## config.mk

```make
export PLATFORM = sky130hd
export DESIGN_NAME = spi_cmd_engine
export DESIGN_NICKNAME = d
export VERILOG_FILES = /design/src/rtl/spi_eng_pkg.sv /design/src/rtl/spi_eng_clkdiv.sv /design/src/rtl/spi_eng_regs.sv /design/src/rtl/spi_eng_seq.sv /design/src/rtl/spi_cmd_engine.sv
export SDC_FILE = /design/constraint.sdc
export NUM_CORES = 2
export LEC_CHECK = 0
export BUFFER_PORTS_ARGS = -buffer_cell sky130_fd_sc_hd__buf_2
export CAP_MARGIN = 20
export CORE_MARGIN = 5
export CORE_UTILIZATION = 40
export DETAILED_ROUTE_END_ITERATION = 10
export SLEW_MARGIN = 15
export SYNTH_ARGS = -nofsm -noshare
export SYNTH_HDL_FRONTEND = slang
export SYNTH_SLANG_ARGS = --single-unit
```

## constraint.sdc

```tcl
create_clock -name clk_i -period 5.85 [get_ports clk_i]
set_input_delay 0.2925 -clock clk_i [delete_from_list [all_inputs] [get_ports clk_i]]
set_output_delay 0.2925 -clock clk_i [all_outputs]
set_load 0.05 [all_outputs]
```

## src/rtl/spi_eng_pkg.sv

```systemverilog
package spi_eng_pkg;
  localparam int unsigned BUF_BYTES = 64;
  localparam int unsigned NUM_CS    = 2;
  localparam int unsigned MAX_ABYTES = 4;

  localparam logic [6:0] OFS_CTRL = 7'h04;
  localparam logic [6:0] OFS_OPC  = 7'h05;
  localparam logic [6:0] OFS_CNT  = 7'h06;

  localparam logic [7:0] UNLOCK_A = 8'h55;
  localparam logic [7:0] UNLOCK_B = 8'hAA;

  typedef enum logic [1:0] {SQ_IDLE, SQ_LEAD, SQ_SHIFT, SQ_TRAIL} seq_state_e;
  typedef enum logic [1:0] {UNL_IDLE, UNL_HALF, UNL_ARMED} unl_state_e;
endpackage

```

## src/rtl/spi_eng_clkdiv.sv

```systemverilog
module spi_eng_clkdiv #(
  parameter int unsigned HALF_DIV = 2
) (
  input  logic clk_i,
  input  logic rst_ni,
  input  logic run_i,
  output logic tick_o
);
  localparam int unsigned CW = (HALF_DIV > 1) ? $clog2(HALF_DIV) : 1;
  localparam logic [CW-1:0] LAST = CW'(HALF_DIV - 1);

  logic [CW-1:0] cnt_q;

  always_ff @(posedge clk_i or negedge rst_ni) begin
    if (!rst_ni)                   cnt_q <= '0;
    else if (!run_i || cnt_q == LAST) cnt_q <= '0;
    else                           cnt_q <= cnt_q + 1'b1;
  end

  assign tick_o = run_i && (cnt_q == LAST);
endmodule

```

## src/rtl/spi_eng_regs.sv

```systemverilog
module spi_eng_regs
  import spi_eng_pkg::*;
(
  input  logic       clk_i,
  input  logic       rst_ni,
  input  logic       wr_i,
  input  logic [6:0] addr_i,
  input  logic [7:0] wdata_i,
  output logic [7:0] rdata_o,
  input  logic       busy_i,
  output logic       start_o,
  output logic [7:0] opcode_o,
  output logic [31:0] address_o,
  output logic [2:0] abytes_o,
  output logic [4:0] dummy_o,
  output logic [6:0] count_o,
  output logic       dir_tx_o,
  output logic       cs_sel_o,
  input  logic [5:0] tx_idx_i,
  output logic [7:0] tx_byte_o,
  input  logic       cap_we_i,
  input  logic [5:0] cap_idx_i,
  input  logic [2:0] cap_bit_i,
  input  logic       cap_val_i
);
  logic [31:0] cfg_q, adr_q;
  logic [7:0]  opc_q, cnt_q;
  logic        dir_q;
  logic [1:0]  auto_q;
  unl_state_e  unl_q;
  logic [7:0]  buf_q [BUF_BYTES];

  logic wr_ok;
  assign wr_ok = wr_i && !busy_i;

  always_ff @(posedge clk_i or negedge rst_ni) begin
    if (!rst_ni) begin
      cfg_q  <= '0;
      adr_q  <= '0;
      opc_q  <= '0;
      cnt_q  <= '0;
      dir_q  <= 1'b0;
      auto_q <= 2'b11;
      unl_q  <= UNL_IDLE;
    end else if (wr_ok) begin
      if (addr_i[6:2] == 5'd0) cfg_q[{addr_i[1:0], 3'b000} +: 8] <= wdata_i;
      if (addr_i[6:2] == 5'd2) adr_q[{addr_i[1:0], 3'b000} +: 8] <= wdata_i;
      if (addr_i == OFS_OPC)   opc_q <= wdata_i;
      if (addr_i == OFS_CNT)   cnt_q <= wdata_i;
      if (addr_i == OFS_CTRL) begin
        dir_q  <= wdata_i[3];
        // clearing mode bits needs the unlock pair; setting is free
        auto_q <= (unl_q == UNL_ARMED) ? wdata_i[5:4] : (auto_q | wdata_i[5:4]);
      end
      if (addr_i == OFS_OPC && wdata_i == UNLOCK_A)
        unl_q <= UNL_HALF;
      else if (addr_i == OFS_OPC && wdata_i == UNLOCK_B && unl_q == UNL_HALF)
        unl_q <= UNL_ARMED;
      else
        unl_q <= UNL_IDLE;
    end
  end

  always_ff @(posedge clk_i or negedge rst_ni) begin
    if (!rst_ni) begin
      for (int i = 0; i < BUF_BYTES; i++) buf_q[i] <= '0;
    end else begin
      if (wr_ok && addr_i[6]) buf_q[addr_i[5:0]] <= wdata_i;
      if (cap_we_i)           buf_q[cap_idx_i][cap_bit_i] <= cap_val_i;
    end
  end

  always_comb begin
    rdata_o = '0;
    if (addr_i[6])                rdata_o = buf_q[addr_i[5:0]];
    else if (addr_i[6:2] == 5'd0) rdata_o = cfg_q[{addr_i[1:0], 3'b000} +: 8];
    else if (addr_i[6:2] == 5'd2) rdata_o = adr_q[{addr_i[1:0], 3'b000} +: 8];
    else if (addr_i == OFS_CTRL)  rdata_o = {2'b00, auto_q, dir_q, 1'b0, busy_i, 1'b0};
    else if (addr_i == OFS_OPC)   rdata_o = opc_q;
    else if (addr_i == OFS_CNT)   rdata_o = cnt_q;
  end

  assign start_o   = wr_ok && (addr_i == OFS_CTRL) && wdata_i[0] && (auto_q == 2'b00);
  assign opcode_o  = opc_q;
  assign address_o = adr_q;
  assign abytes_o  = cfg_q[18:16];
  assign dummy_o   = cfg_q[23:19];
  assign cs_sel_o  = cfg_q[24];
  assign dir_tx_o  = dir_q;
  assign count_o   = (cnt_q > 8'(BUF_BYTES)) ? 7'(BUF_BYTES) : cnt_q[6:0];
  assign tx_byte_o = buf_q[tx_idx_i];
endmodule

```

## src/rtl/spi_eng_seq.sv

```systemverilog
module spi_eng_seq
  import spi_eng_pkg::*;
(
  input  logic        clk_i,
  input  logic        rst_ni,
  input  logic        tick_i,
  input  logic        start_i,
  input  logic [7:0]  opcode_i,
  input  logic [31:0] address_i,
  input  logic [2:0]  abytes_i,
  input  logic [4:0]  dummy_i,
  input  logic [6:0]  count_i,
  input  logic        dir_tx_i,
  input  logic        cs_sel_i,
  input  logic [7:0]  tx_byte_i,
  input  logic        miso_i,
  output logic        busy_o,
  output logic        sclk_o,
  output logic        mosi_o,
  output logic [NUM_CS-1:0] cs_n_o,
  output logic [5:0]  tx_idx_o,
  output logic        cap_we_o,
  output logic [5:0]  cap_idx_o,
  output logic [2:0]  cap_bit_o,
  output logic        cap_val_o
);
  seq_state_e  st_q;
  logic        ph_q, sclk_q;
  logic [9:0]  k_q;
  logic [2:0]  ab;
  logic [9:0]  addr_end, dum_end, total;
  logic [8:0]  dk;
  logic [4:0]  aidx;
  logic        in_data;

  assign ab       = (abytes_i > 3'(MAX_ABYTES)) ? 3'(MAX_ABYTES) : abytes_i;
  assign addr_end = 10'd8 + {4'd0, ab, 3'b000};
  assign dum_end  = addr_end + {5'd0, dummy_i};
  assign total    = dum_end + {count_i, 3'b000};
  assign in_data  = (k_q >= dum_end);
  assign dk       = 9'(k_q - dum_end);
  assign aidx     = 5'({ab, 3'b000} - 6'd1 - 6'(k_q - 10'd8));
  assign tx_idx_o = dk[8:3];

  always_ff @(posedge clk_i or negedge rst_ni) begin
    if (!rst_ni) begin
      st_q <= SQ_IDLE; ph_q <= 1'b0; sclk_q <= 1'b0; k_q <= '0;
    end else begin
      unique case (st_q)
        SQ_IDLE: if (start_i) begin
          st_q <= SQ_LEAD; ph_q <= 1'b0; k_q <= '0;
        end
        SQ_LEAD: if (tick_i) begin
          ph_q <= !ph_q;
          if (ph_q) st_q <= SQ_SHIFT;
        end
        SQ_SHIFT: if (tick_i) begin
          ph_q   <= !ph_q;
          sclk_q <= !ph_q;
          if (ph_q) begin
            if (k_q == total - 10'd1) st_q <= SQ_TRAIL;
            else                      k_q  <= k_q + 10'd1;
          end
        end
        SQ_TRAIL: if (tick_i) begin
          ph_q <= !ph_q;
          if (ph_q) st_q <= SQ_IDLE;
        end
        default: st_q <= SQ_IDLE;
      endcase
    end
  end

  always_comb begin
    mosi_o = 1'b0;
    if (st_q == SQ_LEAD || st_q == SQ_SHIFT) begin
      if (k_q < 10'd8)         mosi_o = opcode_i[3'd7 - k_q[2:0]];
      else if (k_q < addr_end) mosi_o = address_i[aidx];
      else if (k_q < dum_end)  mosi_o = 1'b0;
      else                     mosi_o = dir_tx_i & tx_byte_i[3'd7 - dk[2:0]];
    end
  end

  assign busy_o    = (st_q != SQ_IDLE);
  assign sclk_o    = sclk_q;
  assign cap_we_o  = (st_q == SQ_SHIFT) && tick_i && !ph_q && in_data && !dir_tx_i;
  assign cap_idx_o = dk[8:3];
  assign cap_bit_o = 3'd7 - dk[2:0];
  assign cap_val_o = miso_i;

  for (genvar g = 0; g < NUM_CS; g++) begin : g_cs
    assign cs_n_o[g] = !(busy_o && (cs_sel_i == 1'(g)));
  end
endmodule

```

## src/rtl/spi_cmd_engine.sv

```systemverilog
module spi_cmd_engine
  import spi_eng_pkg::*;
#(
  parameter int unsigned HALF_DIV = 2
) (
  input  logic       clk_i,
  input  logic       rst_ni,
  input  logic       bus_wr_i,
  input  logic [6:0] bus_addr_i,
  input  logic [7:0] bus_wdata_i,
  output logic [7:0] bus_rdata_o,
  output logic       sclk_o,
  output logic       mosi_o,
  input  logic       miso_i,
  output logic [1:0] cs_n_o
);
  logic        busy_w, start_w, tick_w, dir_tx_w, cs_sel_w;
  logic [7:0]  opcode_w, tx_byte_w;
  logic [31:0] address_w;
  logic [2:0]  abytes_w, cap_bit_w;
  logic [4:0]  dummy_w;
  logic [6:0]  count_w;
  logic [5:0]  tx_idx_w, cap_idx_w;
  logic        cap_we_w, cap_val_w;

  spi_eng_regs u_regs (
    .clk_i(clk_i), .rst_ni(rst_ni),
    .wr_i(bus_wr_i), .addr_i(bus_addr_i), .wdata_i(bus_wdata_i), .rdata_o(bus_rdata_o),
    .busy_i(busy_w), .start_o(start_w),
    .opcode_o(opcode_w), .address_o(address_w), .abytes_o(abytes_w), .dummy_o(dummy_w),
    .count_o(count_w), .dir_tx_o(dir_tx_w), .cs_sel_o(cs_sel_w),
    .tx_idx_i(tx_idx_w), .tx_byte_o(tx_byte_w),
    .cap_we_i(cap_we_w), .cap_idx_i(cap_idx_w), .cap_bit_i(cap_bit_w), .cap_val_i(cap_val_w)
  );

  spi_eng_clkdiv #(.HALF_DIV(HALF_DIV)) u_div (
    .clk_i(clk_i), .rst_ni(rst_ni), .run_i(busy_w), .tick_o(tick_w)
  );

  spi_eng_seq u_seq (
    .clk_i(clk_i), .rst_ni(rst_ni), .tick_i(tick_w), .start_i(start_w),
    .opcode_i(opcode_w), .address_i(address_w), .abytes_i(abytes_w), .dummy_i(dummy_w),
    .count_i(count_w), .dir_tx_i(dir_tx_w), .cs_sel_i(cs_sel_w), .tx_byte_i(tx_byte_w),
    .miso_i(miso_i), .busy_o(busy_w), .sclk_o(sclk_o), .mosi_o(mosi_o), .cs_n_o(cs_n_o),
    .tx_idx_o(tx_idx_w), .cap_we_o(cap_we_w), .cap_idx_o(cap_idx_w),
    .cap_bit_o(cap_bit_w), .cap_val_o(cap_val_w)
  );
endmodule

```

==> flow_results.org <==
** Worst hold path
- For hold timing, the worst endpoint is u_regs.address_o[21].
- Worst Hold Launch :: bus_wdata_i[5]
- Class of the tightest hold or removal check :: in -> reg
- The worst hold path was traced through 3 stages.

** Synth
- The share of the Yosys chip area taken by registers is 0.375.
- Number of synthesized register bits :: 612
- In the synthesized netlist the dominant register cell turns out to be dfrtp_1.
- Mapped Area :: 40800 sq um
- Post-synthesis cell count :: 4613
- Counting flops with a built-in enable in the synthesized netlist gives 0.
- Number of library cell types mapped by synthesis :: 92
- Synthesized area per cell :: 8.85 sq um
- Share of synthesized flip-flops with an asynchronous set or reset :: 1.00
- During synthesis, Yosys emitted a total of 0 warnings.

** Layout
- Layout filler cell count :: 9828
- Most frequent cells in the layout :: nand2_1 (669), dfrtp_1 (610), mux2i_1 (569)
- Ratio of cells with drive above 1 in the final layout :: 0.166
- The finished layout holds 5990 standard cells, fillers aside.
- The final layout contains 4618 nets.
- Synth-to-Final Area Change :: 14.1%
- The library cell used most frequently in the layout, excluding fill and tap cells, is nand2_1.

** Timing
- Dividing the final minimum period by the clock period gives 0.996.
- Final critical delay including setup and external delays :: 5830 ps
- The final max-slew violation count came to 0.
- Measured against its own limit, the worst slew margin works out to 0.0798.
- Achievable Freq :: 172 MHz
- Across all hold checks on the routed design, the worst slack comes to 109 ps.
- At the pin with the least slew margin, the transition time is 1380 ps.
- Hold Violations, Final :: 0
- On the final layout, the worst clock skew is 29.3 ps.
- Min setup slack post-route :: 24.0 ps
- Final count of negative-setup-slack endpoints :: 0

** Setup path
- The worst setup path is launched from a flip-flop.
- In this run the worst path has a maximum fanout of 7.
- The worst register-to-register path ends at u_regs.buf_q[101].
- Category of the worst setup path capture point :: output port
- At the worst endpoint, the required time is 5560 ps.
- The worst setup path is of the reg -> out kind.
- Worst R2R Setup Slack :: 810 ps
- R2R depth :: 14
- RR Startpoint :: u_regs.cfg_q[18]
- Data arrival time of the worst path :: 5530 ps

** Placed design
- Port-buffer cells :: 30
- Routability cong. :: 1.02
- HPWL after detailed placement :: 124000 microns
- Worst setup slack before clock tree synthesis :: 54.4 ps
- In this run, placement finished with an instance count of 5821.

** Clocking
- Clock transition at the register clock pins on the worst setup and hold paths after CTS :: 60 ps
- In this run the number of H-tree levels came out at 3.
- Later-pin clock latency in the skew report :: 670 ps
- The clock passes through at most 3 buffers.
- The clock drives 612 sinks.
- Counting the buffers created by CTS gives 74.
- TritonCTS built the clock tree.
- CTS Root Cell :: clkbuf_16

** Floorplan
- DIE AREA :: 108000 sq um
- For this configuration, the core starts out at a cell density of 0.402.
- # rows :: 117
- 31 I/O pins were placed.
- From bottom edge to top edge, the die measures 329 microns.
- Std-Cell Core Area :: 102000 sq um
- Horizontal extent of the die :: 329 microns

** Job
- The tool flagged a number of max-cap violations equal to 0.

** Power
- Switching part of the total power :: 0.358
- IR analysis of the VDD net gives a maximum drop of 0.209 mV.
- Switching component of the power :: 4.89 mW
- Leakage :: 17.9 nW
- Combinational group share of total power :: 0.271
- Power spread over the standard cell area amounts to 294 nW/um^2.
- Cell internal pwr :: 8.79 mW
- The share of total power dissipated in sequential elements is 0.370.
- Of the total power, the clock network draws 0.359.

** Routing
- Dividing the detail-routed wire length by the instance count gives 31.2 microns.
- Across all layers, the routed design uses 40400 vias.
- After the first detailed-routing iteration, the DRC count stood at 6328.
- After detailed routing, the number of remaining DRC violations is 0.
- Ratio of routed vias to standard cells :: 6.74
- WL final :: 187000 microns
- Once detail routing completed, the nets flagged for antenna violations numbered 0.
- Before antenna repair, the detailed router went through 6 iterations.

** Run status
- Run status :: complete, no violations

** Global route
- For this run, the total global-route usage over all layers was measured as 0.330.
- Vias in the first global route :: 37000
- First-pass GRT wire length :: 268000 microns
- Entering global routing, the biggest net connects 206 pins.
- Grt ovf :: 0
- The initial antenna violation count is 8.
[cell families (layout without fill, tap and decap cells)]
| logic type | Yosys count | in the layout | synth area share |
|---|---|---|---|
| adders and majority gates | 37 | 37 | 0.0119 |
| DFF | 612 | 612 | 0.375 |
| other | 1 | 10 | 0.0000919 |
| muxes | 623 | 623 | 0.163 |
| xor gates and xnor gates | 39 | 39 | 0.0109 |
| AOI/OAI and AO/OA | 1455 | 1455 | 0.244 |
| buffers and inverters | 439 | 439 | 0.0458 |
| and+or+nand+nor | 1407 | 1407 | 0.149 |
[cell usage after synthesis, types with 12 or more instances]
cell type | number | area share
a32o_1 | 13 | 0.0032
o31a_1 | 38 | 0.0082
nor4_1 | 16 | 0.0025
dfrtp_1 | 610 | 0.37
inv_1 | 28 | 0.0026
a41oi_1 | 15 | 0.0032
buf_4 | 16 | 0.0029
a31o_1 | 54 | 0.012
buf_1 | 32 | 0.0029
o21ai_1 | 16 | 0.0020
a31o_2 | 162 | 0.035
nor2b_1 | 12 | 0.0018
nand2b_1 | 13 | 0.0020
nor2_2 | 15 | 0.0023
a22o_1 | 58 | 0.012
nor2_4 | 12 | 0.0033
nand3_1 | 99 | 0.012
o22ai_1 | 40 | 0.0061
xnor2_1 | 23 | 0.0049
a221oi_1 | 39 | 0.0084
o21ai_0 | 373 | 0.046
a22oi_1 | 199 | 0.037
buf_2 | 103 | 0.013
o221ai_1 | 22 | 0.0047
mux2i_1 | 569 | 0.14
ha_1 | 34 | 0.010
nor2_1 | 417 | 0.038
nor3_1 | 31 | 0.0038
a31oi_1 | 35 | 0.0054
nand4_1 | 49 | 0.0075
mux4_2 | 30 | 0.017
mux2_2 | 24 | 0.0066
clkbuf_1 | 256 | 0.024
a311oi_1 | 16 | 0.0034
a32oi_1 | 32 | 0.0069
nand2_1 | 674 | 0.062
nand2_2 | 18 | 0.0028
a21oi_1 | 249 | 0.031
[metal layers]
layer	vias to the layer above	part of all wire	wire, microns	global-route usage
met5	-	0.00014	27	0
met4	4	0.066	12400	0.161
met3	733	0.12	22600	0.0911
met2	2959	0.42	78400	0.486
met1	19700	0.39	73600	0.449
li1	17000	-	-	-
[layout make-up]
type                            count  area (sq um)  share of cell area
Timing Repair Buffer              282          2710              0.0582
Multi-Input combinational cell   3564         24200               0.519
Sequential cell                   612         15300               0.329
Inverter                           28           105             0.00226
Tap cell                         1368          1710              0.0368
Clock buffer                      103          2130              0.0458
Clock inverter                     26           382             0.00820
Antenna cell                        7          17.5            0.000376
[worst max path at each step]
stage                      from  endpoint  slack [ps]  cells past startpoint
3_5_place_dp   u_regs.cfg_q[18]    mosi_o          50                     15
4_1_cts        u_regs.cfg_q[18]    mosi_o          60                     20
3_3_place_gp   u_regs.cfg_q[18]    mosi_o          70                     16
2_1_floorplan  u_regs.cfg_q[18]    mosi_o        1110                     19
6_report       u_regs.cfg_q[18]    mosi_o          20                     19
5_1_grt        u_regs.cfg_q[18]    mosi_o         -30                     20
[power by group through the flow]
stage | registers, mW | clock network [mW] | logic (mW)
floorplan | 4.87 | 0 | 2.00
global placement | 5.10 | 0 | 3.30
detailed placement | 5.09 | 0 | 3.33
CTS | 5.02 | 4.94 | 3.41
global route | 5.06 | 5.11 | 3.85
finish | 5.06 | 4.92 | 3.70
[critical path, stage by stage, from the launching register on]
cell	delay [ps]
dfrtp_1	400
nand2b_4	160
inv_1	60
ha_4	270
inv_2	40
fa_2	580
ha_4	230
a21o_4	220
xor3_4	420
nor3_2	60
or2_4	280
buf_12	170
buf_8	160
nand3_1	70
nand4_1	390
a2111oi_4	440
nand3_1	130
a32oi_2	240
a41o_2	340
buf_12	160
[through the flow]
step	util	power (mW)	area [sq um]	setup TNS (ps)
finish	0.458	13.7	46500	0
global route	0.458	14.0	46500	-25.8
CTS	0.453	13.4	46000	0
detailed placement	0.425	8.43	43200	0
global placement	0.425	8.40	43200	0
floorplan	-	6.87	40800	0
[flip-flops by register name (all words and copies together), names as in the netlist]
name,flops
u_regs.cnt_q,8
u_seq.ph_q,1
u_seq.st_q,2
u_div.cnt_q,1
u_regs.buf_q,512
u_seq.k_q,10
u_regs.unl_q,2
u_regs.address_o,32
u_regs.opcode_o,8
u_regs.cfg_q,32
u_regs.auto_q,2
u_regs.dir_tx_o,1
u_seq.sclk_o,1
[repair_timing]
item / in CTS / in global routing
pin swaps: 9 / 21
cloned: 0 / 4
gates resized for setup: 31 / 59
buffers inserted: 15 / 12
endpoints found under the hold margin: 69 / 0
hold buffers: 1 / 0
endpoints found under the setup margin: 1 / 1
Note: power is estimated with default switching activity, not from simulation.
